$ cat src/rtl/sdseq_pkg.sv
`timescale 1ns/1ps
// Shared types for the SDRAM command sequencer.
// Assumes: codes are consumed by a pad decoder outside this block.
package sdseq_pkg;

    // Encoded command issued on the command output.
    typedef enum logic [2:0] {
        CMD_NOP  = 3'd0,
        CMD_ACT  = 3'd1,
        CMD_RD   = 3'd2,
        CMD_WR   = 3'd3,
        CMD_PRE  = 3'd4,
        CMD_REF  = 3'd5,
        CMD_MRS  = 3'd6,
        CMD_SREF = 3'd7
    } sd_cmd_e;

    // Decoded intervals, each stored as clocks minus one.
    typedef struct packed {
        logic [2:0] rc;
        logic [2:0] ras;
        logic [1:0] rp;
        logic [1:0] rcd;
        logic [1:0] rrd;
        logic       rsc;
    } sd_timing_t;

endpackage

$ cat src/rtl/sdseq_cfg_decode.sv
`timescale 1ns/1ps
// Splits the two set-up bytes into interval fields.
// Assumes: fields already hold "clocks minus one", so no arithmetic is needed.
module sdseq_cfg_decode
    import sdseq_pkg::*;
(
    input  logic [7:0]  cfg_a,
    input  logic [4:0]  cfg_b_hi,   // bits [7:3] of register B
    output sd_timing_t  tim
);
    // Field extraction for register A and the upper part of register B.
    always_comb begin
        tim.rc  = cfg_a[2:0];
        tim.rp  = cfg_a[4:3];
        tim.ras = cfg_a[7:5];
        tim.rrd = cfg_b_hi[1:0];
        tim.rsc = cfg_b_hi[2];
        tim.rcd = cfg_b_hi[4:3];
    end
endmodule

$ cat src/rtl/sdseq_bank_timer.sv
`timescale 1ns/1ps
// Per-bank state and interval counters.
// Tracks whether the row is open, whether a column command is still owed,
// and counts down tRC, tRAS, tRCD, tRP and the burst occupancy.
// Assumes: the arbiter fires at most one command to this bank per cycle and
// fires only when the matching can_* output is high.
module sdseq_bank_timer
    import sdseq_pkg::*;
#(
    parameter int COL_W     = 10,
    parameter int BURST_LEN = 4
) (
    input  logic             clk,
    input  logic             rst_n,
    input  sd_timing_t       tim,
    input  logic             act_fire,
    input  logic             rw_fire,
    input  logic             pre_fire,
    input  logic             acc_wr,
    input  logic [COL_W-1:0] acc_col,
    output logic             is_open,
    output logic             pend_wr,
    output logic [COL_W-1:0] pend_col,
    output logic             can_act,
    output logic             can_rw,
    output logic             can_pre
);
    localparam int             BL_W    = $clog2(BURST_LEN + 1);
    localparam logic [BL_W-1:0] BL_LOAD = BL_W'(BURST_LEN - 1);

    logic            open_q, pend_q, wr_q;
    logic [COL_W-1:0] col_q;
    logic [2:0]      rc_cnt, ras_cnt;
    logic [1:0]      rcd_cnt, rp_cnt;
    logic [BL_W-1:0] bl_cnt;

    // Row state and the column command owed for the accepted request.
    always_ff @(posedge clk) begin
        if (!rst_n) begin
            open_q <= 1'b0;
            pend_q <= 1'b0;
            wr_q   <= 1'b0;
            col_q  <= '0;
        end else begin
            if (act_fire) begin
                open_q <= 1'b1;
                pend_q <= 1'b1;
                wr_q   <= acc_wr;
                col_q  <= acc_col;
            end
            if (rw_fire)  pend_q <= 1'b0;
            if (pre_fire) open_q <= 1'b0;
        end
    end

    // Interval counters: load on the starting command, count down to zero.
    always_ff @(posedge clk) begin
        if (!rst_n) begin
            rc_cnt  <= '0;
            ras_cnt <= '0;
            rcd_cnt <= '0;
            rp_cnt  <= '0;
            bl_cnt  <= '0;
        end else begin
            if (act_fire)            rc_cnt <= tim.rc;
            else if (rc_cnt != 3'd0) rc_cnt <= rc_cnt - 3'd1;

            if (act_fire)             ras_cnt <= tim.ras;
            else if (ras_cnt != 3'd0) ras_cnt <= ras_cnt - 3'd1;

            if (act_fire)             rcd_cnt <= tim.rcd;
            else if (rcd_cnt != 2'd0) rcd_cnt <= rcd_cnt - 2'd1;

            if (pre_fire)            rp_cnt <= tim.rp;
            else if (rp_cnt != 2'd0) rp_cnt <= rp_cnt - 2'd1;

            if (rw_fire)            bl_cnt <= BL_LOAD;
            else if (bl_cnt != '0)  bl_cnt <= bl_cnt - 1'b1;
        end
    end

    // Eligibility flags offered to the arbiter.
    always_comb begin
        can_act = !open_q && (rc_cnt == 3'd0) && (rp_cnt == 2'd0);
        can_rw  = pend_q && (rcd_cnt == 2'd0);
        can_pre = open_q && !pend_q && (ras_cnt == 3'd0) && (bl_cnt == '0);
    end

    assign is_open  = open_q;
    assign pend_wr  = wr_q;
    assign pend_col = col_q;

    // An ACTIVE never lands on an already open row.
    assert_act_on_closed_R5: assert property (@(posedge clk) disable iff (!rst_n)
        act_fire |-> !open_q);
    // With tRCD above one clock the column command cannot follow ACTIVE directly.
    assert_rcd_gap_R3: assert property (@(posedge clk) disable iff (!rst_n)
        (act_fire && tim.rcd != 2'd0) |=> !rw_fire);
    // Burst occupancy blocks PRECHARGE right after a column command.
    assert_burst_before_pre_R4: assert property (@(posedge clk) disable iff (!rst_n)
        (rw_fire && BURST_LEN > 1) |=> !pre_fire);
    // With tRP above one clock the bank cannot reopen right after PRECHARGE.
    assert_rp_gap_R5: assert property (@(posedge clk) disable iff (!rst_n)
        (pre_fire && tim.rp != 2'd0) |=> !act_fire);
endmodule

$ cat src/rtl/sdram_cmd_seq.sv
`timescale 1ns/1ps
// SDRAM command timing sequencer (top).
// Accepts single-burst requests and maintenance pulses, and arbitrates one
// command per cycle in the order PRECHARGE > column > maintenance > ACTIVE.
// All pin outputs are registered. Assumes BANKS is a power of two and
// ROW_W >= 12 so that row bit 10 exists.
module sdram_cmd_seq
    import sdseq_pkg::*;
#(
    parameter int BANKS     = 4,
    parameter int ROW_W     = 13,
    parameter int COL_W     = 10,
    parameter int BURST_LEN = 4,
    parameter int REF_GAP   = 4
) (
    input  logic                     clk,
    input  logic                     rst_n,
    input  logic [7:0]               tcfg_a,
    input  logic [7:0]               tcfg_b,
    input  logic                     req_valid,
    output logic                     req_ready,
    input  logic                     req_write,
    input  logic [$clog2(BANKS)-1:0] req_bank,
    input  logic [ROW_W-1:0]         req_row,
    input  logic [COL_W-1:0]         req_col,
    input  logic                     ref_req,
    input  logic                     mrs_req,
    input  logic [ROW_W-1:0]         mrs_code,
    input  logic                     sr_enter,
    input  logic                     sr_exit,
    output logic [2:0]               sd_cmd,
    output logic [$clog2(BANKS)-1:0] sd_ba,
    output logic [ROW_W-2:0]         sd_adr,
    output logic                     sd_a10,
    output logic                     sd_cke
);
    localparam int BA_W    = $clog2(BANKS);
    localparam int ADR_W   = ROW_W - 1;
    localparam int GAP_MAX = (REF_GAP - 1 > 7) ? REF_GAP - 1 : 7;
    localparam int GAP_W   = $clog2(GAP_MAX + 1);

    sd_timing_t tim;
    logic       cfg_b_unused;

    // Row/mode code to pins: bit 10 goes to A10, the rest packed in order.
    function automatic logic [ADR_W-1:0] row_pins(input logic [ROW_W-1:0] r);
        return {r[ROW_W-1:11], r[9:0]};
    endfunction

    sdseq_cfg_decode u_decode (
        .cfg_a    (tcfg_a),
        .cfg_b_hi (tcfg_b[7:3]),
        .tim      (tim)
    );
    assign cfg_b_unused = ^tcfg_b[2:0];

    // Per-bank status
    logic [BANKS-1:0] bk_open, bk_wr, bk_can_act, bk_can_rw, bk_can_pre;
    logic [COL_W-1:0] bk_col [BANKS];

    // Arbitration results
    logic            free, all_idle, maint_hold, maint_ok;
    logic            pre_go, rw_go, act_go, ref_go, mrs_go, sref_go, srx_go;
    logic [BA_W-1:0] pre_sel, rw_sel;

    // Maintenance and global timers
    logic             ref_pend, mrs_pend, sre_pend, srx_pend, in_sr;
    logic [ROW_W-1:0] mrs_q;
    logic [1:0]       rrd_cnt;
    logic [GAP_W-1:0] gap_cnt;
    logic [2:0]       sr_cnt;

    for (genvar g = 0; g < BANKS; g++) begin : g_bank
        sdseq_bank_timer #(
            .COL_W     (COL_W),
            .BURST_LEN (BURST_LEN)
        ) u_bank (
            .clk      (clk),
            .rst_n    (rst_n),
            .tim      (tim),
            .act_fire (act_go && (req_bank == BA_W'(g))),
            .rw_fire  (rw_go && (rw_sel == BA_W'(g))),
            .pre_fire (pre_go && (pre_sel == BA_W'(g))),
            .acc_wr   (req_write),
            .acc_col  (req_col),
            .is_open  (bk_open[g]),
            .pend_wr  (bk_wr[g]),
            .pend_col (bk_col[g]),
            .can_act  (bk_can_act[g]),
            .can_rw   (bk_can_rw[g]),
            .can_pre  (bk_can_pre[g])
        );
    end

    // Lowest-numbered eligible bank for PRECHARGE and for the column command.
    always_comb begin
        pre_sel = '0;
        rw_sel  = '0;
        for (int b = BANKS - 1; b >= 0; b--) begin
            if (bk_can_pre[b]) pre_sel = BA_W'(b);
            if (bk_can_rw[b])  rw_sel  = BA_W'(b);
        end
    end

    // One-command-per-cycle priority arbitration.
    always_comb begin
        free       = !in_sr && (gap_cnt == '0);
        all_idle   = (&bk_can_act) && !(|bk_can_rw) && !(|bk_open);
        maint_hold = ref_pend || mrs_pend || sre_pend;
        pre_go     = free && (|bk_can_pre);
        rw_go      = free && !pre_go && (|bk_can_rw);
        maint_ok   = free && !pre_go && !rw_go && all_idle;
        ref_go     = maint_ok && ref_pend;
        mrs_go     = maint_ok && !ref_pend && mrs_pend;
        sref_go    = maint_ok && !ref_pend && !mrs_pend && sre_pend;
        req_ready  = free && !pre_go && !rw_go && !maint_hold
                     && bk_can_act[req_bank] && (rrd_cnt == 2'd0);
        act_go     = req_valid && req_ready;
        srx_go     = in_sr && (sr_cnt == 3'd0) && srx_pend;
    end

    // Latch maintenance pulses until served.
    always_ff @(posedge clk) begin
        if (!rst_n) begin
            ref_pend <= 1'b0;
            mrs_pend <= 1'b0;
            sre_pend <= 1'b0;
            srx_pend <= 1'b0;
            mrs_q    <= '0;
        end else begin
            ref_pend <= (ref_pend && !ref_go) || ref_req;
            mrs_pend <= (mrs_pend && !mrs_go) || mrs_req;
            sre_pend <= (sre_pend && !sref_go) || sr_enter;
            srx_pend <= (srx_pend && !srx_go) || (sr_exit && in_sr);
            if (mrs_req) mrs_q <= mrs_code;
        end
    end

    // Global spacing: bank-to-bank activate, recovery after maintenance, self-refresh residency.
    always_ff @(posedge clk) begin
        if (!rst_n) begin
            rrd_cnt <= '0;
            gap_cnt <= '0;
            sr_cnt  <= '0;
            in_sr   <= 1'b0;
        end else begin
            if (act_go)               rrd_cnt <= tim.rrd;
            else if (rrd_cnt != 2'd0) rrd_cnt <= rrd_cnt - 2'd1;

            if (ref_go)              gap_cnt <= GAP_W'(REF_GAP - 1);
            else if (mrs_go)         gap_cnt <= GAP_W'(tim.rsc);
            else if (srx_go)         gap_cnt <= GAP_W'(tim.rc);
            else if (gap_cnt != '0)  gap_cnt <= gap_cnt - 1'b1;

            if (sref_go)                    sr_cnt <= tim.ras;
            else if (in_sr && sr_cnt != 0)  sr_cnt <= sr_cnt - 3'd1;

            if (sref_go)     in_sr <= 1'b1;
            else if (srx_go) in_sr <= 1'b0;
        end
    end

    // Registered pin drive for the chosen command.
    always_ff @(posedge clk) begin
        if (!rst_n) begin
            sd_cmd <= CMD_NOP;
            sd_ba  <= '0;
            sd_adr <= '0;
            sd_a10 <= 1'b0;
            sd_cke <= 1'b1;
        end else begin
            sd_cmd <= CMD_NOP;
            sd_ba  <= '0;
            sd_adr <= '0;
            sd_a10 <= 1'b0;
            if (pre_go) begin
                sd_cmd <= CMD_PRE;
                sd_ba  <= pre_sel;
            end else if (rw_go) begin
                sd_cmd <= bk_wr[rw_sel] ? CMD_WR : CMD_RD;
                sd_ba  <= rw_sel;
                sd_adr <= ADR_W'(bk_col[rw_sel]);
            end else if (ref_go) begin
                sd_cmd <= CMD_REF;
            end else if (mrs_go) begin
                sd_cmd <= CMD_MRS;
                sd_adr <= row_pins(mrs_q);
                sd_a10 <= mrs_q[10];
            end else if (sref_go) begin
                sd_cmd <= CMD_SREF;
            end else if (act_go) begin
                sd_cmd <= CMD_ACT;
                sd_ba  <= req_bank;
                sd_adr <= row_pins(req_row);
                sd_a10 <= req_row[10];
            end
            if (sref_go)     sd_cke <= 1'b0;
            else if (srx_go) sd_cke <= 1'b1;
        end
    end

    // Only one command source wins per cycle.
    assert_one_source_R11: assert property (@(posedge clk) disable iff (!rst_n)
        $onehot0({pre_go, rw_go, ref_go, mrs_go, sref_go, act_go}));
    // Maintenance commands need every row closed.
    assert_maint_closed_R8: assert property (@(posedge clk) disable iff (!rst_n)
        (ref_go || mrs_go || sref_go) |-> !(|bk_open));
    // REFRESH recovery keeps the following cycle quiet.
    assert_ref_recovery_R8: assert property (@(posedge clk) disable iff (!rst_n)
        (sd_cmd == CMD_REF && REF_GAP > 1) |=> (sd_cmd == CMD_NOP));
    // While clock-enable stays low, only NOP is driven.
    assert_sr_quiet_R10: assert property (@(posedge clk) disable iff (!rst_n)
        (!sd_cke && !$fell(sd_cke)) |-> (sd_cmd == CMD_NOP));
    // Bank-to-bank activates respect tRRD when it exceeds one clock.
    assert_rrd_gap_R6: assert property (@(posedge clk) disable iff (!rst_n)
        (act_go && tim.rrd != 2'd0) |=> !act_go);
    // Pending maintenance blocks new requests.
    assert_maint_blocks_R12: assert property (@(posedge clk) disable iff (!rst_n)
        (ref_pend || mrs_pend || sre_pend) |-> !req_ready);
endmodule

$ cat config.mk
export PLATFORM = sky130hd
export DESIGN_NAME = sdram_cmd_seq
export DESIGN_NICKNAME = d
export VERILOG_FILES = /design/src/rtl/sdseq_pkg.sv /design/src/rtl/sdseq_cfg_decode.sv /design/src/rtl/sdseq_bank_timer.sv /design/src/rtl/sdram_cmd_seq.sv
export SDC_FILE = /design/constraint.sdc
export NUM_CORES = 1
export LEC_CHECK = 0
export ABC_CLOCK_PERIOD_IN_PS = 6720
export CAP_MARGIN = 0
export CORE_ASPECT_RATIO = 1.75
export CORE_UTILIZATION = 50
export CTS_CLUSTER_SIZE = 16
export DETAILED_ROUTE_END_ITERATION = 8
export GPL_ROUTABILITY_DRIVEN = 0
export PLACE_DENSITY_LB_ADDON = 0.3
export SLEW_MARGIN = 20
export SYNTH_ARGS = -nofsm -noshare
export SYNTH_HDL_FRONTEND = slang
export SYNTH_SLANG_ARGS = --single-unit
$ cat constraint.sdc
create_clock -name clk -period 6.72 [get_ports clk]
set_input_delay 1.344 -clock clk [delete_from_list [all_inputs] [get_ports clk]]
set_output_delay 1.344 -clock clk [all_outputs]
set_load 0.05 [all_outputs]
==> key figures, run 1 <==
Status
  – Outcome: complete, no violations

Setup path
  – CP endpoint kind: output pin
  – Setup CP Type: input port to output pin
  – Reg2reg start: g_bank[3].u_bank.ras_cnt[0]$_SDFFE_PN0P_
  – Maximum fanout along the worst path: 12
  – Worst Setup SP: req_bank[0]
  – WP data arrival: between 3000 and 4000 ps
  – WP data required: approximately 5400 ps
  – Worst setup SP type: input port

Power and ir drop
  – Power Dens Cells: 383 mW/mm2
  – Max IR drop VDD: between 150 and 200 uV
  – LEAKAGE: approximately 3.3 nW
  – Total power draw: about 0.0034 W

Clocking
  – H-tree depth: 4
  – Clock Latency Late Sink: approximately 420 ps
  – CTS tree: yes
  – Inserted Clock Buffers: 17
  – Clk buf depth: 2
  – CTS clock-pin slew for the worst setup and hold paths: 60 ps
  – PostCTS Resize Cnt: 0
  – Post CTS Setup Buffer Count: 0
  – Total clock sinks: around 150
  – Clock root cell: clkbuf_16
  – Cts hold-fix bufs: 0

Floorplan
  – Die H: roughly 160 um
  – Number of I/O pins: between 80 and 90
  – Core Area: 0.0140 mm2
  – Initial Util: between 50% and 60%
  – Die W: 93.1 um
  – Total die area: approximately 0.015 mm2
  – Num rows: between 50 and 60

Synthesis
  – Ys flop type: dfxtp_1
  – Top post-synthesis cells by area: dfxtp_1, mux2i_1, ha_1, nor2_1, nand2_1
  – Synth area leader: dfxtp_1
  – Ys async rst share: 0%
  – Mapped Nets: 956
  – Post-Syn Area: 0.00726 mm2
  – Post-synthesis sequential area ratio: 41.1%
  – Post-synth EDFFs: 0
  – Yosys reg bits: between 100 and 150
  – Yosys top cell area share: between 40% and 50%
  – Synth Warn #: 0
  – Post-synth cell types: 57
  – Synth Instances: between 800 and 900
  – Average size of a mapped cell: approximately 8.5 um2

Route
  – Drt pass-1 iters: 7
  – DRC: 0
  – Wirelength per Cell: 16.6 um
  – WL final: ~18 mm
  – Vias/cell: approximately 5.6
  – Iter 0 DRT Violations: roughly 360
  – Antenna-violating nets left: 0
  – Via count: ~6.3k

Timing
  – Fin Setup TNS: 0 ps
  – Final hold violations: 0
  – Worst slew margin: around 34%
  – Setup ws final: 1620 ps
  – Setup-failing EPs final: 0
  – RSZ-0062 raised after global routing: false
  – Clock skew: 10.7 ps
  – Fin. max-slew vios: 0
  – Slew @ Worst Pin: about 1000 ps
  – Post-route minimum period: 5100 ps
  – Peak Freq: approximately 200 MHz
  – Period utilisation layout: ~76%

Place
  – Placement Setup Slack: about 1700 ps
  – # port buffers: between 70 and 80
  – DP Area: ~0.0081 mm2
  – Post-DP HPWL: 12.6 mm

Global routing
  – First-pass GRT wire length: roughly 30 mm
  – Vias in the first global route: approximately 6.2k
  – GRT Overall Usage: roughly 26%
  – Total gr overflow: 0
  – Initial antenna violation count: 0
  – Largest net degree at the start of global routing: ~100

Final layout
  – Filler instances: approximately 1.2k
  – Most frequent cells in the layout: dfxtp_1, nor2_1, nand2_1, clkdlybuf4s50_1, mux2i_1
  – Commonest non-fill, non-tap cell in the layout: dfxtp_1
  – Layout cell share with drive strength beyond 1: under 10%
  – Fin nets: 1020
  – Finished Cell Area: ~0.0088 mm2
  – Syn-to-layout area delta: 21.3%
  – Ant. Diodes: 0

Min path
  – HP Class: flip-flop to flip-flop
  – Hold path startpoint: g_bank[2].u_bank.pend_col[2]$_SDFFE_PN0P_

Run
  – Number of max-cap violations: 0
cell families (layout without fill, tap and decap cells):
family	count (synthesis)	after routing	synth area share, %
flip-flops	149	149	41.1
AO/OA/AOI/OAI	168	168	14.3
buffers and inverters	93	170	5.19
XOR/XNOR	24	24	2.90
adder cells (fa/ha/maj)	37	37	6.38
AND/OR/NAND/NOR	317	317	20.5
multiplexers	69	69	9.55
per-stage QoR:
| step | std cells | utilization [%] | hold WS [ps] |
|---|---|---|---|
| floorplan | 857 | - | 428 |
| finish | 1111 | 62.7 | 454 |
| CTS | 1110 | 62.6 | 455 |
| detailed placement | 1078 | 58.0 | 447 |
| global route | 1111 | 62.7 | 473 |
| global placement | 1078 | 58.0 | 436 |
sequential cells by signal, indices dropped and copies added, names as in the netlist, 8 cells and up:
name / flops
g_bank.u_bank.bl_cnt: 12
g_bank.u_bank.pend_col: 40
g_bank.u_bank.ras_cnt: 12
g_bank.u_bank.rc_cnt: 12
g_bank.u_bank.rcd_cnt: 8
g_bank.u_bank.rp_cnt: 8
mrs_q: 13
sd_adr: 12
report_power, final:
group / internal, W / total (W) / leakage (nW) / switching, W
Sequential: 0.00105 / 0.00114 / 1.22 / 0.0000911
Combinational: 0.000536 / 0.00120 / 1.82 / 0.000659
Clock: 0.000647 / 0.00104 / 0.315 / 0.000392
Total: 0.00223 / 0.00337 / 3.35 / 0.00114
path summary, 6_finish.rpt:
check                                                                 end  slack [ps]  cells after the start
worst max register to register  g_bank[1].u_bank.pend_col[7]$_SDFFE_PN0P_        3490                      9
worst max-delay path                                            req_ready        1620                      7
worst min-delay path            g_bank[2].u_bank.pend_col[2]$_SDFFE_PN0P_         450                      2
worst min register to register  g_bank[2].u_bank.pend_col[2]$_SDFFE_PN0P_         450                      2
critical path, stage by stage:
cell	delay [ps]
clkdlybuf4s50_1	670
inv_1	150
mux2i_1	140
mux2i_1	170
buf_4	210
and4_1	260
clkdlybuf4s50_1	820
metal layers:
metal / vias up / global-route usage, % / wire length [um]
li1: 3072 / - / -
met1: 2946 / 27.2 / 7130
met2: 185 / 47.0 / 9700
met3: 49 / 5.70 / 831
met4: 0 / 13.3 / 786
met5: - / 0 / 0
cell type report:
| cell class | instances | area (um2) | share of cell area, % |
|---|---|---|---|
| Multi-Input combinational cell | 615 | 3910 | 44.4 |
| Inverter | 51 | 191 | 2.17 |
| Timing Repair Buffer | 87 | 856 | 9.72 |
| Clock inverter | 13 | 194 | 2.20 |
| Tap cell | 177 | 221 | 2.52 |
| Clock buffer | 19 | 453 | 5.14 |
| Sequential cell | 149 | 2980 | 33.9 |
synthesized netlist by cell type, types with 3 or more instances:
library cell and n:
a22o_1 6, ha_1 37, nor4bb_1 5, nand3b_1 3
mux2i_1 67, o21a_1 9, nor2b_1 11, a22oi_1 10
a211oi_1 4, nand2_1 101, and4_1 4, o21ai_1 5
o21ai_0 49, clkbuf_1 30, a21oi_1 56, inv_1 51
nand4_1 4, nor2_1 117, nor4_1 3, dfxtp_1 149
nor3_1 14, nand3_1 25, xnor2_1 22, a32oi_1 10
a222oi_1 6, buf_2 6, nand2b_1 13
(Power assumes the default switching activity.)
==> inputs of run 2 (changes only) <==
--- a/config.mk
+++ b/config.mk
@@ -5,7 +5,7 @@
 export SDC_FILE = /design/constraint.sdc
 export NUM_CORES = 1
 export LEC_CHECK = 0
-export ABC_CLOCK_PERIOD_IN_PS = 6720
+export ABC_CLOCK_PERIOD_IN_PS = 5270
 export CAP_MARGIN = 0
 export CORE_ASPECT_RATIO = 1.75
 export CORE_UTILIZATION = 50
==> constraint.sdc (replaced) <==
create_clock -name clk -period 5.27 [get_ports clk]
set_input_delay 1.054 -clock clk [delete_from_list [all_inputs] [get_ports clk]]
set_output_delay 1.054 -clock clk [all_outputs]
set_load 0.05 [all_outputs]
==> key figures, run 2 (same netlist as run 1, synthesis figures left out) <==
Clocking
  – Total clock sinks: 149 (unchanged)
  – Clock root cell: clkbuf_16
  – CTS tree: yes
  – CTS clock-pin slew for the worst setup and hold paths: 60 ps (about the same)
  – Cts hold-fix bufs: 0 (unchanged)
  – Clk buf depth: 2 (unchanged)
  – H-tree depth: 4 (unchanged)
  – Inserted Clock Buffers: 17 (unchanged)
  – PostCTS Resize Cnt: 0 (unchanged)
  – Clock Latency Late Sink: 420 ps (about the same)
  – Post CTS Setup Buffer Count: 0 (unchanged)

Global routing
  – Initial antenna violation count: 0 (unchanged)
  – GRT Overall Usage: 25.8% (-0.026 points)
  – Total gr overflow: 0 (unchanged)
  – First-pass GRT wire length: 30.1 mm (about the same)
  – Vias in the first global route: 6276 (+1.3%)
  – Largest net degree at the start of global routing: 104 (unchanged)

Setup path
  – WP data required: 4220 ps (-1160 ps)
  – CP endpoint kind: output pin
  – Worst Setup SP: req_bank[0]
  – Maximum fanout along the worst path: 12 (unchanged)
  – Worst reg2reg path depth: 8 (-1)
  – CP peak stage delay: 650 ps (-170 ps)
  – Critical R2R Capture: sd_ba[1]$_SDFF_PN0_
  – Cell Chain, Critical Path: clkdlybuf4s50_1 -> inv_1 -> mux2i_1 -> mux2i_1 -> buf_4 -> and4_1 -> buf_4
  – Setup CP Type: input port to output pin
  – Worst setup SP type: input port
  – WP data arrival: 2850 ps (-900 ps)
  – Reg2reg start: g_bank[2].u_bank.rc_cnt[0]$_SDFFE_PN0P_
  – R2r setup slk: 2070 ps (-1420 ps)
  – Slowest cell on crit path: clkdlybuf4s50_1

Min path
  – Worst Hold Endpoint: g_bank[0].u_bank.pend_col[8]$_SDFFE_PN0P_
  – HP Class: flip-flop to flip-flop
  – Hold Crit Depth: 2 (unchanged)
  – Hold path startpoint: g_bank[0].u_bank.pend_col[8]$_SDFFE_PN0P_

Final layout
  – Fin nets: 1021 (+0.098%)
  – Most frequent cells in the layout: dfxtp_1, nor2_1, nand2_1, clkdlybuf4s50_1, mux2i_1
  – Finished Cell Area: 0.00878 mm2 (-0.26%)
  – Ant. Diodes: 0 (unchanged)
  – Commonest non-fill, non-tap cell in the layout: dfxtp_1
  – Syn-to-layout area delta: 21.0%
  – Layout cell share with drive strength beyond 1: 5.99% (+0.21 points)
  – Largest register FFs: 40 (unchanged)
  – Filler instances: 1203 (-1.8%)

Floorplan
  – Die W: 93.1 um (unchanged)
  – Num rows: 57 (unchanged)
  – Total die area: 0.0150 mm2 (unchanged)
  – Number of I/O pins: 82 (unchanged)
  – Initial Util: 51.6% (unchanged)
  – Core Area: 0.0140 mm2 (unchanged)
  – Die H: 161 um (unchanged)

Timing
  – Post-route minimum period: 3900 ps
  – Peak Freq: 256 MHz
  – RSZ-0062 raised after global routing: false
  – Slew @ Worst Pin: 1020 ps (+34.6 ps)
  – Final hold violations: 0 (unchanged)
  – Fin Setup TNS: 0 ps (unchanged)
  – Fin. max-slew vios: 0 (unchanged)
  – Setup-failing EPs final: 0 (unchanged)
  – Period utilisation layout: between 70% and 80%
  – Setup ws final: 1370 ps (-256 ps)
  – Worst slew margin: 31.7% (-2.3 points)
  – Clock skew: 11.5 ps (+0.818 ps)

Power and ir drop
  – LEAKAGE: 3.34 nW (-0.38%)
  – Power Dens Cells: 481 mW/mm2 (+26%)
  – Clock power share: 29.5% (-1.3 points)
  – Flop pwr share: 34.3% (+0.6 points)
  – Max IR drop VDD: 360 uV (+85%)
  – Int Pwr: 0.00276 W (+24%)
  – Switch share: 34.7% (+0.86 points)
  – Combinational power share: 36.2% (+0.7 points)
  – NetSw: 0.00147 W (+29%)
  – Total power draw: 0.00423 W (+25%)

Route
  – Drt pass-1 iters: 5 (-2)
  – WL final: 18.5 mm (+0.22%)
  – Vias/cell: 5.60 (-0.46%)
  – Via count: 6229 (-0.37%)
  – Wirelength per Cell: 16.6 um (+0.13%)
  – Antenna-violating nets left: 0 (unchanged)
  – DRC: 0 (unchanged)
  – Iter 0 DRT Violations: 437 (+22%)

Place
  – # port buffers: 78 (unchanged)
  – Placement Setup Slack: 1400 ps (-264 ps)
  – DP Area: 0.00815 mm2 (about the same)
  – Post-DP HPWL: 12.6 mm (-0.24%)

Run
  – Number of max-cap violations: 0 (unchanged)

Status
  – Outcome: complete, no violations
[run 2: cell types whose count changed in the layout (fill, tap and decap cells not counted), sizes merged]
cell | previous run | this run
clkinvlp | 1 | 3
clkdlybuf4s50 | 78 | 77
inv | 55 | 56
bufinv | 4 | 2
clkbuf | 19 | 20
buf | 9 | 11
clkinv | 4 | 2
[run 2: power by group through the flow]
| stage | Sequential (W) | Combinational [W] | Clock [W] |
|---|---|---|---|
| final | 0.00145 | 0.00153 | 0.00125 |
| after detailed placement | 0.00147 | 0.00151 | 0 |
| after global placement | 0.00146 | 0.00147 | 0 |
| after global routing | 0.00147 | 0.00174 | 0.00131 |
| after floorplan | 0.00147 | 0.00116 | 0 |
| after CTS | 0.00145 | 0.00153 | 0.00126 |
[run 2: layout make-up]
class | instances | area, um2 | area share, %
timing repair buffer | 88 | 873 | 9.94
clock inverter | 12 | 140 | 1.60
sequential | 149 | 2980 | 34.0
clock buffer | 20 | 467 | 5.31
inverter | 51 | 191 | 2.18
multi-input combinational | 615 | 3910 | 44.5
tap | 177 | 221 | 2.52
[run 2: worst max path at each step]
| stage | endpoint | slack (ps) | depth (start not counted) |
|---|---|---|---|
| after detailed placement | req_ready | 1400 | 7 |
| final | req_ready | 1370 | 7 |
| after CTS | req_ready | 1380 | 7 |
| after global placement | req_ready | 1410 | 7 |
| after floorplan | req_ready | 1880 | 4 |
| after global routing | req_ready | 1260 | 7 |
[run 2: metal layers]
| layer | up-vias | track usage [%] | part of all wire [%] | wire [um] |
|---|---|---|---|---|
| met5 | - | 0 | 0 | 0 |
| met4 | 0 | 15.2 | 4.8 | 893 |
| met3 | 63 | 5.37 | 5.0 | 923 |
| met2 | 169 | 46.7 | 52 | 9660 |
| met1 | 2917 | 26.7 | 38 | 7010 |
| li1 | 3080 | - | - | - |
[run 2: stage by stage]
step,hold WS [ps],cells,utilization [%]
2_1_floorplan,428,857,-
3_3_place_gp,435,1079,58.0
3_5_place_dp,446,1079,58.0
4_1_cts,453,1111,62.3
5_1_grt,470,1112,62.5
6_report,455,1112,62.5
[run 2: worst max-delay path, delay by kind of cell]
| family | cells | cell delay (ps) |
|---|---|---|
| multiplexers | 2 | 300 |
| AND/OR/NAND/NOR | 1 | 250 |
| buffers and inverters | 4 | 1230 |
==> inputs of run 3 (changes only) <==
--- a/config.mk
+++ b/config.mk
@@ -5,7 +5,7 @@
 export SDC_FILE = /design/constraint.sdc
 export NUM_CORES = 1
 export LEC_CHECK = 0
-export ABC_CLOCK_PERIOD_IN_PS = 5270
+export ABC_CLOCK_PERIOD_IN_PS = 3650
 export CAP_MARGIN = 0
 export CORE_ASPECT_RATIO = 1.75
 export CORE_UTILIZATION = 50
==> constraint.sdc (replaced) <==
create_clock -name clk -period 3.65 [get_ports clk]
set_input_delay 0.73 -clock clk [delete_from_list [all_inputs] [get_ports clk]]
set_output_delay 0.73 -clock clk [all_outputs]
set_load 0.05 [all_outputs]
==> key figures, run 3 (same netlist as run 1, synthesis figures left out) <==
Timing
  – Worst slew margin: 32.4% (+0.76 points)
  – Clock skew: 8.84 ps (-2.63 ps)
  – Final hold violations: 0 (unchanged)
  – Worst hold margin: 452 ps (-2.56 ps)
  – Fin Setup TNS: 0 ps (unchanged)
  – Post-route minimum period: about 3300 ps
  – Slew @ Worst Pin: 1010 ps (-11.3 ps)
  – Peak Freq: 301 MHz
  – Setup-failing EPs final: 0 (unchanged)
  – Period utilisation layout: between 90% and 100%
  – RSZ-0062 raised after global routing: false
  – Fin. max-slew vios: 0 (unchanged)

Clocking
  – CTS tree: yes
  – Cts hold-fix bufs: 0 (unchanged)
  – Clock root cell: clkbuf_16
  – Post CTS Setup Buffer Count: 0 (unchanged)
  – Clk buf depth: 2 (unchanged)
  – H-tree depth: 4 (unchanged)
  – Clock Latency Late Sink: 430 ps (about the same)
  – Inserted Clock Buffers: 17 (unchanged)
  – PostCTS Resize Cnt: 0 (unchanged)
  – Total clock sinks: 149 (unchanged)
  – CTS clock-pin slew for the worst setup and hold paths: 60 ps (about the same)

Global routing
  – GRT Overall Usage: 26.5% (+0.69 points)
  – First-pass GRT wire length: 30.8 mm (+2.4%)
  – Vias in the first global route: 6402 (+2.0%)
  – Initial antenna violation count: 0 (unchanged)
  – Largest net degree at the start of global routing: 104 (unchanged)
  – Total gr overflow: 0 (unchanged)

Setup path
  – CP peak stage delay: 610 ps (-40 ps)
  – CP endpoint kind: output pin
  – Worst setup SP type: flip-flop
  – Setup CP Type: flip-flop to output pin
  – Worst path bufs/invs: 3 (-1)
  – Cell Chain, Critical Path: inv_1 -> ha_1 -> nor2b_1 -> nor4b_2 -> nor3_1 -> buf_4 -> and4_1 -> buf_12
  – WP data required: 2920 ps (-1300 ps)
  – WP data arrival: 2590 ps (-260 ps)
  – Maximum fanout along the worst path: 8 (-4)
  – Slowest cell on crit path: nor4b_2
  – Top cell family by delay on the critical path: simple AND/OR/NAND/NOR gates

Route
  – WL final: 18.8 mm (+1.9%)
  – Via count: 6333 (+1.7%)
  – Drt pass-1 iters: 5 (unchanged)
  – Iter 0 DRT Violations: 361 (-17%)
  – DRC: 0 (unchanged)
  – Antenna-violating nets left: 0 (unchanged)
  – Vias/cell: 5.66 (+1.1%)
  – Wirelength per Cell: 16.8 um (+1.3%)

Floorplan
  – Die H: 161 um (unchanged)
  – Core Area: 0.0140 mm2 (unchanged)
  – Initial Util: 51.6% (unchanged)
  – Num rows: 57 (unchanged)
  – Number of I/O pins: 82 (unchanged)
  – Die W: 93.1 um (unchanged)
  – Total die area: 0.0150 mm2 (unchanged)

Final layout
  – Fin nets: 1028 (+0.69%)
  – Final Non-Filler Cells: 1118 (+0.54%)
  – Layout Utilization: 62.8% (+0.30 points)
  – Ant. Diodes: 0 (unchanged)
  – Layout cell share with drive strength beyond 1: 6.59% (+0.60 points)
  – Most frequent cells in the layout: dfxtp_1, nor2_1, nand2_1, clkdlybuf4s50_1, mux2i_1
  – Syn-to-layout area delta: 21.6%
  – Commonest non-fill, non-tap cell in the layout: dfxtp_1
  – Largest register FFs: 40 (unchanged)

Power and ir drop
  – Max IR drop VDD: 365 uV (+1.3%)
  – NetSw: 0.00214 W (+46%)
  – Int Pwr: 0.00398 W (+44%)
  – Combinational power share: 37.0% (+0.8 points)
  – Flop pwr share: 34.3% (about the same)
  – Clock power share: 28.7% (-0.8 points)
  – Power Dens Cells: 694 mW/mm2 (+44%)
  – Switch share: 35.0% (+0.27 points)
  – LEAKAGE: 3.36 nW (+0.55%)

Run
  – Number of max-cap violations: 0 (unchanged)

Place
  – # port buffers: 78 (unchanged)
  – Post-DP HPWL: 13.1 mm (+3.9%)
  – Dpl cells: 1087 (+0.74%)

Min path
  – HP Class: flip-flop to flip-flop

Status
  – Outcome: complete, no violations
-- run 3: metal layers --
metal  up-vias  part of all wire (%)  track usage, %
li1       3095                     -               -
met1      2988                    37            26.7
met2       190                    53            48.5
met3        60                   4.7            5.98
met4         0                   4.9            15.4
met5         -                     0               0
-- run 3: cell type report --
class | count | area [um2]
Sequential cell | 149 | 2980
Clock buffer | 18 | 439
Tap cell | 177 | 221
Fill cell | 1180 | 5230
Inverter | 51 | 191
Multi-Input combinational cell | 615 | 3910
Clock inverter | 13 | 149
Timing Repair Buffer | 95 | 935
-- run 3: tightest hold or removal path, stage by stage (launching register included) --
cell and delay [ps]:
dfxtp_1 310, nand2_1 50, a21oi_1 50
-- run 3: path summary, 6_finish.rpt --
kind | start | end | slack (ps) | depth (start not counted)
setup / recovery | g_bank[0].u_bank.ras_cnt[0]$_SDFFE_PN0P_ | req_ready | 330 | 8
hold / removal | g_bank[0].u_bank.pend_col[5]$_SDFFE_PN0P_ | g_bank[0].u_bank.pend_col[5]$_SDFFE_PN0P_ | 450 | 2
setup reg to reg | g_bank[1].u_bank.rcd_cnt[0]$_SDFFE_PN0P_ | g_bank[1].u_bank.pend_col[1]$_SDFFE_PN0P_ | 570 | 9
hold reg to reg | g_bank[0].u_bank.pend_col[5]$_SDFFE_PN0P_ | g_bank[0].u_bank.pend_col[5]$_SDFFE_PN0P_ | 450 | 2
-- run 3: metrics by stage --
stage	instance area [um2]	total power (W)	setup WS, ps
global route	8820	0.00654	156
CTS	8820	0.00615	318
detailed placement	8230	0.00437	574
floorplan	7260	0.00379	791
global placement	8230	0.00428	601
finish	8820	0.00612	325
-- run 3: power by group through the flow --
stage	sequential [W]	clock, W	combinational [W]
6_report	0.00210	0.00176	0.00226
5_1_grt	0.00213	0.00185	0.00256
4_1_cts	0.00210	0.00177	0.00228
3_5_place_dp	0.00213	0	0.00224
3_3_place_gp	0.00212	0	0.00216
2_1_floorplan	0.00212	0	0.00167
